**config.mk**
```make
export PLATFORM = sky130hd
export DESIGN_NAME = med9_sort_pipe
export DESIGN_NICKNAME = d
export VERILOG_FILES = /design/src/rtl/med9_pkg.sv /design/src/rtl/med_cmpx.sv /design/src/rtl/med_sort_stage.sv /design/src/rtl/med_valid_pipe.sv /design/src/rtl/med9_sort_pipe.sv
export SDC_FILE = /design/constraint.sdc
export NUM_CORES = 1
export LEC_CHECK = 0
export ABC_AREA = 0
export BUFFER_PORTS_ARGS = -buffer_cell sky130_fd_sc_hd__buf_2
export CAP_MARGIN = 20
export CORE_UTILIZATION = 35
export CTS_CLUSTER_DIAMETER = 100
export DETAILED_ROUTE_END_ITERATION = 10
export PLACE_DENSITY_LB_ADDON = 0.2
export SETUP_SLACK_MARGIN = 0.02
export SYNTH_ARGS = -nofsm -noshare
export SYNTH_HDL_FRONTEND = slang
export SYNTH_SLANG_ARGS = --single-unit
```
**constraint.sdc**
```tcl
create_clock -name clk -period 4.5 [get_ports clk]
set_clock_uncertainty 0.1 [all_clocks]
set_input_delay 0.9 -clock clk [delete_from_list [all_inputs] [get_ports clk]]
set_output_delay 0.9 -clock clk [all_outputs]
set_load 0.05 [all_outputs]
```
**src/rtl/med9_pkg.sv**
```systemverilog
package med9_pkg;

   // Lane pairing of an odd-even transposition network:
   // stage s compares lanes (i, i+1) whenever i has the parity of s.
   function automatic bit is_low_lane(int stage, int lane, int n);
      int par;
      par = stage % 2;
      return (lane >= par) && (((lane - par) % 2) == 0) && (lane + 1 < n);
   endfunction

   function automatic bit is_high_lane(int stage, int lane, int n);
      return (lane >= 1) && is_low_lane(stage, lane - 1, n);
   endfunction

   function automatic int mid_lane(int n);
      return (n - 1) / 2;
   endfunction

endpackage

```
**src/rtl/med_cmpx.sv**
```systemverilog
module med_cmpx #(
   parameter int W = 8
) (
   input  logic [W-1:0] a,
   input  logic [W-1:0] b,
   output logic [W-1:0] lo,
   output logic [W-1:0] hi
);
   logic swap;
   assign swap = (a > b);
   assign lo   = swap ? b : a;
   assign hi   = swap ? a : b;
endmodule

```
**src/rtl/med_sort_stage.sv**
```systemverilog
module med_sort_stage
   import med9_pkg::*;
#(
   parameter int W     = 8,
   parameter int N     = 9,
   parameter int STAGE = 0
) (
   input  logic           clk,
   input  logic [N*W-1:0] lanes_i,
   output logic [N*W-1:0] lanes_o
);
   logic [N*W-1:0] nxt;

   for (genvar i = 0; i < N; i++) begin : g_lane
      if (is_low_lane(STAGE, i, N)) begin : g_cx
         med_cmpx #(.W(W)) u_cx (
            .a  (lanes_i[i*W +: W]),
            .b  (lanes_i[(i+1)*W +: W]),
            .lo (nxt[i*W +: W]),
            .hi (nxt[(i+1)*W +: W])
         );
      end else if (!is_high_lane(STAGE, i, N)) begin : g_pass
         assign nxt[i*W +: W] = lanes_i[i*W +: W];
      end
   end

   always_ff @(posedge clk) begin
      lanes_o <= nxt;
   end
endmodule

```
**src/rtl/med_valid_pipe.sv**
```systemverilog
module med_valid_pipe #(
   parameter int DEPTH = 9
) (
   input  logic clk,
   input  logic rst,
   input  logic d,
   output logic q
);
   logic [DEPTH-1:0] sr;

   if (DEPTH == 1) begin : g_single
      always_ff @(posedge clk) begin
         if (rst) sr <= '0;
         else     sr <= d;
      end
   end else begin : g_chain
      always_ff @(posedge clk) begin
         if (rst) sr <= '0;
         else     sr <= {sr[DEPTH-2:0], d};
      end
   end

   assign q = sr[DEPTH-1];
endmodule

```
**src/rtl/med9_sort_pipe.sv**
```systemverilog
module med9_sort_pipe
   import med9_pkg::*;
#(
   parameter int PIX_W   = 8,
   parameter int NUM_PIX = 9
) (
   input  logic                     clk,
   input  logic                     rst,
   input  logic                     in_valid,
   input  logic [NUM_PIX*PIX_W-1:0] in_pix,
   output logic                     out_valid,
   output logic [PIX_W-1:0]         out_median
);
   localparam int LATENCY = NUM_PIX;
   localparam int MID     = mid_lane(NUM_PIX);
   localparam int BUS_W   = NUM_PIX * PIX_W;

   if (NUM_PIX < 3 || (NUM_PIX % 2) == 0) begin : g_bad_count
      $error("med9_sort_pipe: NUM_PIX must be odd and at least 3");
   end
   if (PIX_W < 1) begin : g_bad_width
      $error("med9_sort_pipe: PIX_W must be positive");
   end

   logic [BUS_W-1:0] stage_bus [LATENCY+1];
   logic             unused_lanes;

   assign stage_bus[0] = in_pix;

   for (genvar s = 0; s < LATENCY; s++) begin : g_stage
      med_sort_stage #(
         .W     (PIX_W),
         .N     (NUM_PIX),
         .STAGE (s)
      ) u_stage (
         .clk     (clk),
         .lanes_i (stage_bus[s]),
         .lanes_o (stage_bus[s+1])
      );
   end

   med_valid_pipe #(.DEPTH(LATENCY)) u_vpipe (
      .clk (clk),
      .rst (rst),
      .d   (in_valid),
      .q   (out_valid)
   );

   assign out_median   = stage_bus[LATENCY][MID*PIX_W +: PIX_W];
   assign unused_lanes = ^stage_bus[LATENCY];
endmodule

```
==> results.toml, run 1 <==
[detailed_routing]
vias = 12100
drt_iter0_drc = 330
viasPerCell = 4.47
wirelength_mm = 39.3
route.detailed.drc = 0
dr.pass1.iters = 4
ant_nets = 0
wl_per_cell_um = 14.5

[final_layout]
drive_gt1_share_pct = 38.8
post-route-util_pct = 40.3
nets = 2152
syn_to_final_growth_pct = 13.1
design_area_sq_um = 25000
fillers = 5865
antenna_cells = 0

[global_routing]
grt_usage_pct = 12.4
top_usage_layer = "met2"
gr-usage-met2_pct = 21.4
grtUsageMet3_pct = 2.50
antenna_found_initial = 0
grtUsageMet1_pct = 15.4
grt_max_degree = 17
grt_first_pass_wirelength_mm = 65.3
grt.overflow.total = 0
grt_pass1_vias = 13000

[power_and_ir_drop]
peakVddDrop_mv = 0.343
leakage_nw = 11.9
clkPwrFrac_pct = 19.4
pwr-share-seq_pct = 33.3
power.total_w = 0.0221
power_frac_comb_pct = 47.4
switching_share_pct = 34.1
internal-power_w = 0.0146
power.density_nw_per_um2 = 885
p_sw_w = 0.00756

[sta]
rsz0062_at_grt = "no"
max_slew_margin_pct = 53.6
setup_ws_ns = 2.18
finalHoldViolations = 0
tightest_slew_ns = 0.697
period_share_pct = 51.6
clock.fmax_ghz = 0.430
setup_tns_ns = 0
setup_viol_count_final = 0
slew_violations = 0
period_minus_slack_ns = 2.32

[worst_setup_path]
crit_arrival_ns = 2.70
cp-start-kind = "register"
critPathSlowestCell = "o22ai_4"
path_cells = "inv_1 > ha_1 > nor2b_4 > o211ai_2 > a21oi_2 > o22ai_4 > mux2_2"
cp_slowest_stage_delay_ns = 0.51
crit_fanout = 16
crit_required_ns = 4.87
r2r_cells = 7
ff2ff_setup_slack_ns = 2.18
crit_family = "compound AO/OA/AOI/OAI gates"
critPathBufInv = 1
reg2reg_from = "g_stage[0].u_stage.lanes_o[33]$_DFF_P_"
crit_type = "register to register"
end_kind = "register"
r2r_end = "g_stage[1].u_stage.lanes_o[26]$_DFF_P_"

[clock_network]
post-cts-setup-buffers = 0
ctsHoldBuffers = 0
numCtsBuffers = 51
cts_max_path_buffers = 3
numClockSinks = 465
cts.clk_slew.worst_paths_ns = 0.06
clock-root-buffer = "clkbuf_16"
cts_tree = "yes"
clock_latency_ns = 0.59
htreeDepth = 2
cts_resized = 0

[die]
io_pins = 84
rows = 91
die_w_um = 253
start_util_pct = 35.7
dieArea_sq_um = 64200
die_h_um = 253
core_area_sq_um = 62100

[yosys]
synth.area.top_cells = "dfxtp_1, mux2_4, ha_1"
syn_nets = 2038
ys_seq_area_share_pct = 42.1
synth_top_area_cell = "dfxtp_1"
ys_ff_latch = 465
avgSynthCellArea_sq_um = 12.8
yosysWarnings = 0
yosysUniqueCellTypes = 24
synth_top_area_share_pct = 42.1
syn_area_sq_um = 22100
synth_cells = 1723

[worst_hold_path]
min_from = "g_stage[3].u_stage.lanes_o[65]$_DFF_P_"
holdPathEnd = "g_stage[4].u_stage.lanes_o[65]$_DFF_P_"
min_path_type = "register to register"
hold-path-cell-count = 0

[placed_design]
placed_area_sq_um = 23300
place_ws_ns = 1.62
place.port_buffers = 83
dpl.hpwl_mm = 30.9
place_congestion = 0.770

[outcome]
status = "completed"

[job]
max_cap_violations = 0
## power groups by stage
stage | clock (W) | sequential (W) | combinational, W
after floorplan | 0 | 0.00695 | 0.00946
after global placement | 0 | 0.00750 | 0.0104
after detailed placement | 0 | 0.00751 | 0.0106
after CTS | 0.00445 | 0.00742 | 0.0107
after global routing | 0.00461 | 0.00759 | 0.0116
final | 0.00429 | 0.00737 | 0.0105
## layout by cell type (no fill, tap or decap), types with 9 or more instances in the layout
| cell type | n |
|---|---|
| o211ai_2 | 27 |
| clkbuf_16 | 52 |
| nor2b_1 | 17 |
| mux2_2 | 155 |
| a21oi_1 | 90 |
| ha_1 | 240 |
| nand2_1 | 31 |
| o22ai_4 | 29 |
| inv_1 | 240 |
| o21ai_2 | 20 |
| mux2_4 | 252 |
| nand4_2 | 21 |
| mux2_1 | 9 |
| nand4_1 | 38 |
| a21oi_2 | 29 |
| nor2b_4 | 22 |
| buf_2 | 83 |
| clkbuf_8 | 13 |
| dfxtp_1 | 465 |
## cells by family after synthesis
kind of cell | after synthesis | synth area share, %
adder cells (fa/ha/maj) | 240 | 13.6
AND/OR/NAND/NOR | 131 | 4.75
buffers and inverters | 262 | 5.59
flip-flops | 465 | 42.1
AO/OA/AOI/OAI | 209 | 8.60
multiplexers | 416 | 25.4
## sequential cells by signal, summed over array words and instances, names as in the netlist
signal                   flops
g_stage.u_stage.lanes_o    456
u_vpipe.sr                   9
## final cells by class
cell class / instances / area (sq um) / area share (%)
clock inverters: 22 / 269 / 1.07
inverters: 240 / 901 / 3.60
well taps: 837 / 1050 / 4.18
clock buffers: 71 / 1500 / 6.00
multi-input cells: 996 / 11600 / 46.3
repair buffers: 83 / 415 / 1.66
flip-flops and latches: 465 / 9310 / 37.2
## worst reg2reg max path, cell delays in order, from the launching register on
cell and delay, ns:
dfxtp_1 0.44, inv_1 0.07, ha_1 0.30, nor2b_4 0.14, o211ai_2 0.14, a21oi_2 0.09, o22ai_4 0.51, mux2_2 0.41
## per-layer routing
metal / wire length [um] / vias up / share of wire (%)
met1: 18400 / 5660 / 47
met3: 1300 / 65 / 3.3
met2: 18700 / 128 / 48
met5: 0 / - / 0
li1: - / 6285 / -
met4: 901 / 0 / 2.3
## metrics by stage
step / cells / hold WS (ns)
6_report: 2714 / 0.223
3_5_place_dp: 2621 / 0.212
3_3_place_gp: 2621 / 0.213
2_1_floorplan: 1723 / 0.210
4_1_cts: 2714 / 0.223
5_1_grt: 2714 / 0.226
## cell usage after synthesis
master      n
dfxtp_1   465
mux2_2    155
nand4_1    38
o21ai_2    20
nor2b_1    17
ha_1      240
o21ai_0     7
inv_1     240
o211ai_1    4
o21a_1      1
mux2_1      9
buf_8      21
mux2_4    252
nand4_4     1
buf_12      1
a21oi_1    90
nor2b_4    22
o211ai_2   27
o22ai_4    29
a21oi_2    29
o21ai_4     2
nand4_2    21
nand3_1     1
nand2_1    31
## worst max path at each step
| stage | start | end | slack (ns) | depth (start not counted) |
|---|---|---|---|---|
| after floorplan | in_pix[25] | g_stage[0].u_stage.lanes_o[20]$_DFF_P_ | 2.03 | 8 |
| after global placement | in_pix[25] | g_stage[0].u_stage.lanes_o[17]$_DFF_P_ | 1.67 | 8 |
| after detailed placement | in_pix[9] | g_stage[0].u_stage.lanes_o[15]$_DFF_P_ | 1.62 | 8 |
| after CTS | g_stage[0].u_stage.lanes_o[49]$_DFF_P_ | g_stage[1].u_stage.lanes_o[43]$_DFF_P_ | 2.17 | 7 |
| after global routing | g_stage[3].u_stage.lanes_o[41]$_DFF_P_ | g_stage[4].u_stage.lanes_o[35]$_DFF_P_ | 2.09 | 7 |
| final | g_stage[0].u_stage.lanes_o[33]$_DFF_P_ | g_stage[1].u_stage.lanes_o[26]$_DFF_P_ | 2.18 | 7 |
Note: power is estimated with default switching activity, not from simulation.
==> inputs of run 2 (changes only) <==
==> constraint.sdc (replaced) <==
create_clock -name clk -period 2.05 [get_ports clk]
set_clock_uncertainty 0.1 [all_clocks]
set_input_delay 0.41 -clock clk [delete_from_list [all_inputs] [get_ports clk]]
set_output_delay 0.41 -clock clk [all_outputs]
set_load 0.05 [all_outputs]
==> run 2 against run 1 <==
Net effect:
- register-to-register slack got worse by 2.1 ns
- sequential share of layout area fell by 2.6 points
- utilization is 3.2 points higher
- global-route usage up 0.50 points
- worst setup slack got worse by 2.1 ns
- total power grew 140%
- hold slack worse by 0.17 ns
- routed wire length grew 6.2%
- first-iteration DRC count is 1.5% higher
- via count increased by 5.1%
==> results.toml, run 2 (synthesis results as in run 1) <==
[final_layout]
final_cells = 2857
largest-register = "g_stage.u_stage.lanes_o"
reg_top3 = "g_stage.u_stage.lanes_o x456, u_vpipe.sr x9"
drive_gt1_share_pct = 43.0
nets = 2290
antenna_cells = 0
largest_register_ffs = 456
final_common_cell = "dfxtp_1"
design_area_sq_um = 27000
most-common-layout-cells = "dfxtp_1, mux2_4, inv_1"
syn_to_final_growth_pct = 22.2

[job]
max_cap_violations = 0

[clock_network]
numCtsBuffers = 53
cts.clk_slew.worst_paths_ns = 0.06
clock-root-buffer = "clkbuf_16"
cts_max_path_buffers = 3
htreeDepth = 2
cts_tree = "yes"
numClockSinks = 465
clock_latency_ns = 0.61

[outcome]
status = "completed"

[sta]
period_share_pct = 98.3
slew_violations = 0
setup_tns_ns = 0
rsz0062_at_grt = "yes"
max_slew_margin_pct = 71.8
tightest_slew_ns = 0.423
setup_ws_ns = 0.0341
clock.fmax_ghz = 0.496
period_minus_slack_ns = 2.02
finalHoldViolations = 0
setup_viol_count_final = 0

[die]
io_pins = 84
start_util_pct = 35.7
core_area_sq_um = 62100
die_h_um = 253
rows = 91
dieArea_sq_um = 64200
die_w_um = 253

[placed_design]
dp.cells = 2676
place.port_buffers = 83
placed_area_sq_um = 23900
place_congestion = 0.803
dpl.hpwl_mm = 31.6
place_ws_ns = -0.0471

[worst_setup_path]
crit_required_ns = 2.45
cp-start-kind = "primary input"
r2r_cells = 7
end_kind = "register"
crit_type = "primary input to register"
crit_arrival_ns = 2.41
crit_fanout = 8

[power_and_ir_drop]
power.density_nw_per_um2 = 1950
peakVddDrop_mv = 0.774
power.total_w = 0.0528
leakage_nw = 12.8

[detailed_routing]
vias = 12800
drt_iter0_drc = 335
wirelength_mm = 41.7
ant_nets = 0
wl_per_cell_um = 14.6
dr.pass1.iters = 4
route.detailed.drc = 0
viasPerCell = 4.47

[worst_hold_path]
min_path_type = "primary input to register"
hold-path-cell-count = 3

[global_routing]
grt_first_pass_wirelength_mm = 67.5
grt_max_degree = 17
grt.overflow.total = 0
grt_pass1_vias = 13500
grt_usage_pct = 12.9
antenna_found_initial = 0
==> run 2: changes by cell type in the layout (fill, tap and decap cells not counted), sizes merged <==
cell,delta
buf,+60
clkbuf,+16
clkinv,-1
clkinvlp,-3
dlygate4sd3,+65
inv,+6
==> run 2: cell type report <==
| cell class | count | area (sq um) |
|---|---|---|
| Clock buffer | 76 | 1560 |
| Clock inverter | 24 | 329 |
| Fill cell | 5721 | 35000 |
| Inverter | 240 | 901 |
| Multi-Input combinational cell | 996 | 11800 |
| Sequential cell | 465 | 9350 |
| Tap cell | 837 | 1050 |
| Timing Repair Buffer | 219 | 2080 |
==> run 2: where the power goes <==
group	total [W]	internal [W]	switching [W]
Sequential	0.0163	0.0132	0.00308
Clock	0.00987	0.00601	0.00386
Combinational	0.0266	0.0159	0.0107
Total	0.0528	0.0351	0.0177
==> run 2: worst paths after layout <==
| check | from | end | slack, ns |
|---|---|---|---|
| setup reg to reg | g_stage[1].u_stage.lanes_o[31]$_DFF_P_ | g_stage[2].u_stage.lanes_o[18]$_DFF_P_ | 0.07 |
| hold / removal | in_pix[41] | g_stage[0].u_stage.lanes_o[41]$_DFF_P_ | 0.05 |
| setup / recovery | in_pix[11] | g_stage[0].u_stage.lanes_o[11]$_DFF_P_ | 0.03 |
| hold reg to reg | g_stage[3].u_stage.lanes_o[67]$_DFF_P_ | g_stage[4].u_stage.lanes_o[67]$_DFF_P_ | 0.22 |
==> run 2: worst max-delay path, cell delays in order <==
cell           delay (ns)
dlygate4sd3_1        0.55
buf_2                0.13
inv_1                0.04
ha_1                 0.32
a21oi_2              0.17
a21oi_2              0.09
o22ai_4              0.19
clkbuf_16            0.21
mux2_4               0.30
==> run 2: per-stage QoR <==
step | utilization, % | hold WS (ns)
finish | 43.6 | 0.0503
global placement | 38.5 | 0.214
CTS | 42.6 | 0.000439
floorplan | - | 0.210
global route | 43.6 | 0.0267
detailed placement | 38.5 | 0.212
==> run 2: repair_timing <==
| item | CTS | global route |
|---|---|---|
| setup endpoints to repair | 2 | 235 |
| cloned | 0 | 11 |
| pin swaps | 0 | 23 |
| hold buffers | 65 | 0 |
| setup buffers | 0 | 5 |
| resized for setup | 1 | 77 |
| hold endpoints to repair | 72 | 0 |
==> run 2: layer usage <==
metal / vias to the layer above / GRT usage (%) / part of all wire [%]
li1: 6573 / - / -
met1: 5994 / 15.8 / 46
met2: 126 / 22.8 / 49
met3: 64 / 2.09 / 2.6
met4: 0 / 4.45 / 2.3
met5: - / 0 / 0
==> inputs of run 3 (changes only) <==
--- a/config.mk
+++ b/config.mk
@@ -5,7 +5,7 @@
 export SDC_FILE = /design/constraint.sdc
 export NUM_CORES = 1
 export LEC_CHECK = 0
-export ABC_AREA = 0
+export ABC_AREA = 1
 export BUFFER_PORTS_ARGS = -buffer_cell sky130_fd_sc_hd__buf_2
 export CAP_MARGIN = 20
 export CORE_UTILIZATION = 35
==> run 3 against run 2 <==
Net effect:
- register-to-register slack better by 0.09 ns
- first-iteration DRC count up 120%
- combinational power down 26%
- highest routed layer unchanged
- hold slack better by 0.17 ns
- maximum frequency up 5.8%
- largest cell class unchanged
- cell area down 4.3%
- sequential power down 2%
- synthesized cell count up 68%
- cell count up 37%
- die area up 1.3%
- synthesized area up 1.3%
==> results.toml, run 3 <==
[outcome]
status = "completed"

[worst_setup_path]
r2r_end = "g_stage[2].u_stage.lanes_o[35]$_DFF_P_"
cp-start-kind = "primary input"
crit_arrival_ns = 2.34
end_kind = "register"
crit_path_start = "in_pix[14]"
reg2reg_from = "g_stage[1].u_stage.lanes_o[41]$_DFF_P_"
crit_fanout = 17
crit_type = "primary input to register"
r2r_cells = 11
crit_required_ns = 2.48
ff2ff_setup_slack_ns = 0.16

[power_and_ir_drop]
clkPwrFrac_pct = 20.7
peakVddDrop_mv = 0.708
power.density_nw_per_um2 = 1730
p_sw_w = 0.0193
leakage_nw = 13.7
power_frac_comb_pct = 43.7
power.total_w = 0.0447
switching_share_pct = 43.2
internal-power_w = 0.0254
pwr-share-seq_pct = 35.5

[final_layout]
reg_top3 = "g_stage.u_stage.lanes_o x456, u_vpipe.sr x9"
syn_to_final_growth_pct = 15.5
most-common-layout-cells = "nand2_1, dfxtp_1, nand3_1"
final_common_cell = "nand2_1"
drive_gt1_share_pct = 9.65
largest_register_ffs = 456
nets = 3350
largest-register = "g_stage.u_stage.lanes_o"
antenna_cells = 0

[global_routing]
grt_max_degree = 18
grt_pass1_vias = 17400
grt.overflow.total = 0
antenna_found_initial = 0
grt_first_pass_wirelength_mm = 81.4
grt_usage_pct = 15.0

[placed_design]
dpl.hpwl_mm = 36.2
place.port_buffers = 83
place_congestion = 0.818

[yosys]
syn_area_sq_um = 22400
avgSynthCellArea_sq_um = 7.76
yosysUniqueCellTypes = 20
ys.flop_type = "dfxtp_1"
ys_ff_latch = 465
synth_most_common_cell = "nand2_1"
syn_nets = 3204
yosysWarnings = 0
synth_cells = 2889
synthArstFlopShare_pct = 0
synth_top_area_share_pct = 41.5
yosys-top-cells-count = "nand2_1, dfxtp_1, nand3_1"
synth_top_area_cell = "dfxtp_1"
ys_seq_area_share_pct = 41.5
synth.area.top_cells = "dfxtp_1, nand2_1, ha_1"
synth_edf_count = 0

[detailed_routing]
route.detailed.drc = 0
dr.pass1.iters = 5
drt_iter0_drc = 725
wl_per_cell_um = 12.2
wirelength_mm = 47.7
ant_nets = 0
vias = 17800
viasPerCell = 4.54

[sta]
period_share_pct = 93.0
clock.fmax_ghz = 0.525
finalHoldViolations = 0
rsz0062_at_grt = "no"
hold_ws_ns = 0.225
setup_viol_count_final = 0
tightest_slew_ns = 0.285
setup_tns_ns = 0
max_slew_margin_pct = 80.9
slew_violations = 0
period_minus_slack_ns = 1.91

[clock_network]
numCtsBuffers = 52
htreeDepth = 2
numClockSinks = 465
clock_latency_ns = 0.59
cts.clk_slew.worst_paths_ns = 0.06
cts_tree = "yes"
cts_max_path_buffers = 3
clock-root-buffer = "clkbuf_16"

[worst_hold_path]
min_path_type = "register to register"
hold-path-cell-count = 0
holdPathEnd = "g_stage[3].u_stage.lanes_o[5]$_DFF_P_"
min_from = "g_stage[2].u_stage.lanes_o[5]$_DFF_P_"

[die]
io_pins = 84
core_area_sq_um = 63200
rows = 92
die_h_um = 255
die_w_um = 255
dieArea_sq_um = 65100
start_util_pct = 35.5

[job]
max_cap_violations = 0
## run 3: cell count changes in the layout (fill, tap and decap cells not counted), sizes merged, moves of 29 or more
| cell | previous run | this run |
|---|---|---|
| nand2 | 31 | 1143 |
| mux2 | 416 | 0 |
| nand3 | 1 | 416 |
| inv | 247 | 351 |
| nor2 | 0 | 88 |
| a21oi | 119 | 60 |
| buf | 143 | 84 |
| nor2b | 39 | 0 |
| o211ai | 31 | 0 |
| a21o | 0 | 30 |
| nand4 | 60 | 30 |
| o21ai | 29 | 0 |
| o22ai | 29 | 0 |
## run 3: worst max-delay path, stage by stage
cell	delay, ns
dlygate4sd3_1	0.54
buf_2	0.13
inv_1	0.05
ha_1	0.28
nand2_1	0.08
nor2_2	0.18
nand4_4	0.26
nand2_4	0.26
nand2_1	0.08
nand2_1	0.06
## run 3: through the flow
step	setup slack, ns	utilization, %	std cells	area (sq um)
3_5_place_dp	0.121	37.0	3751	23400
5_1_grt	0.0291	41.0	3923	25900
6_report	0.144	41.0	3923	25900
3_3_place_gp	0.152	37.0	3751	23400
4_1_cts	0.173	40.9	3922	25900
2_1_floorplan	0.412	-	2889	22400
## run 3: logic make-up (layout without fill, tap and decap cells)
family / count (synthesis) / in the layout / share of synthesized area, %
buffers and inverters: 417 / 605 / 8.25
AOI/OAI and AO/OA: 90 / 90 / 2.34
DFF: 465 / 465 / 41.5
and+or+nand+nor: 1677 / 1677 / 34.5
adders and majority gates: 240 / 240 / 13.4
## run 3: timing repair
item	in CTS	in global routing
endpoints found under the hold margin	81	0
hold buffers	75	0
buffers inserted	0	1
gates resized for setup	0	1
setup endpoints to repair	0	16
## run 3: routing by layer
layer / track usage (%) / up-vias / wire [um]
li1: - / 9442 / -
met1: 18.8 / 8035 / 22300
met2: 26.0 / 254 / 23000
met3: 2.38 / 83 / 1410
met4: 4.91 / 0 / 1080
met5: 0 / - / 0
## run 3: worst max-delay path by stage
| stage | endpoint | slack (ns) | cells after the start |
|---|---|---|---|
| 2_1_floorplan | g_stage[0].u_stage.lanes_o[20]$_DFF_P_ | 0.41 | 10 |
| 3_3_place_gp | g_stage[0].u_stage.lanes_o[31]$_DFF_P_ | 0.15 | 9 |
| 3_5_place_dp | g_stage[0].u_stage.lanes_o[35]$_DFF_P_ | 0.12 | 12 |
| 4_1_cts | g_stage[2].u_stage.lanes_o[35]$_DFF_P_ | 0.17 | 11 |
| 5_1_grt | g_stage[0].u_stage.lanes_o[21]$_DFF_P_ | 0.03 | 11 |
| 6_report | g_stage[0].u_stage.lanes_o[8]$_DFF_P_ | 0.14 | 10 |
## run 3: power groups by stage
| stage | sequential (W) | clock, W | combinational (W) |
|---|---|---|---|
| 3_3_place_gp | 0.0161 | 0 | 0.0189 |
| 6_report | 0.0159 | 0.00927 | 0.0196 |
| 5_1_grt | 0.0163 | 0.0100 | 0.0230 |
| 2_1_floorplan | 0.0149 | 0 | 0.0169 |
| 4_1_cts | 0.0160 | 0.00959 | 0.0198 |
| 3_5_place_dp | 0.0162 | 0 | 0.0196 |
## run 3: layout make-up
type                            count  area [sq um]
Fill cell                        6316         37300
Clock buffer                       66          1470
Tap cell                          846          1060
Clock inverter                     30           289
Multi-Input combinational cell   2007         11300
Timing Repair Buffer              159          1190
Inverter                          350          1310
Sequential cell                   465          9310
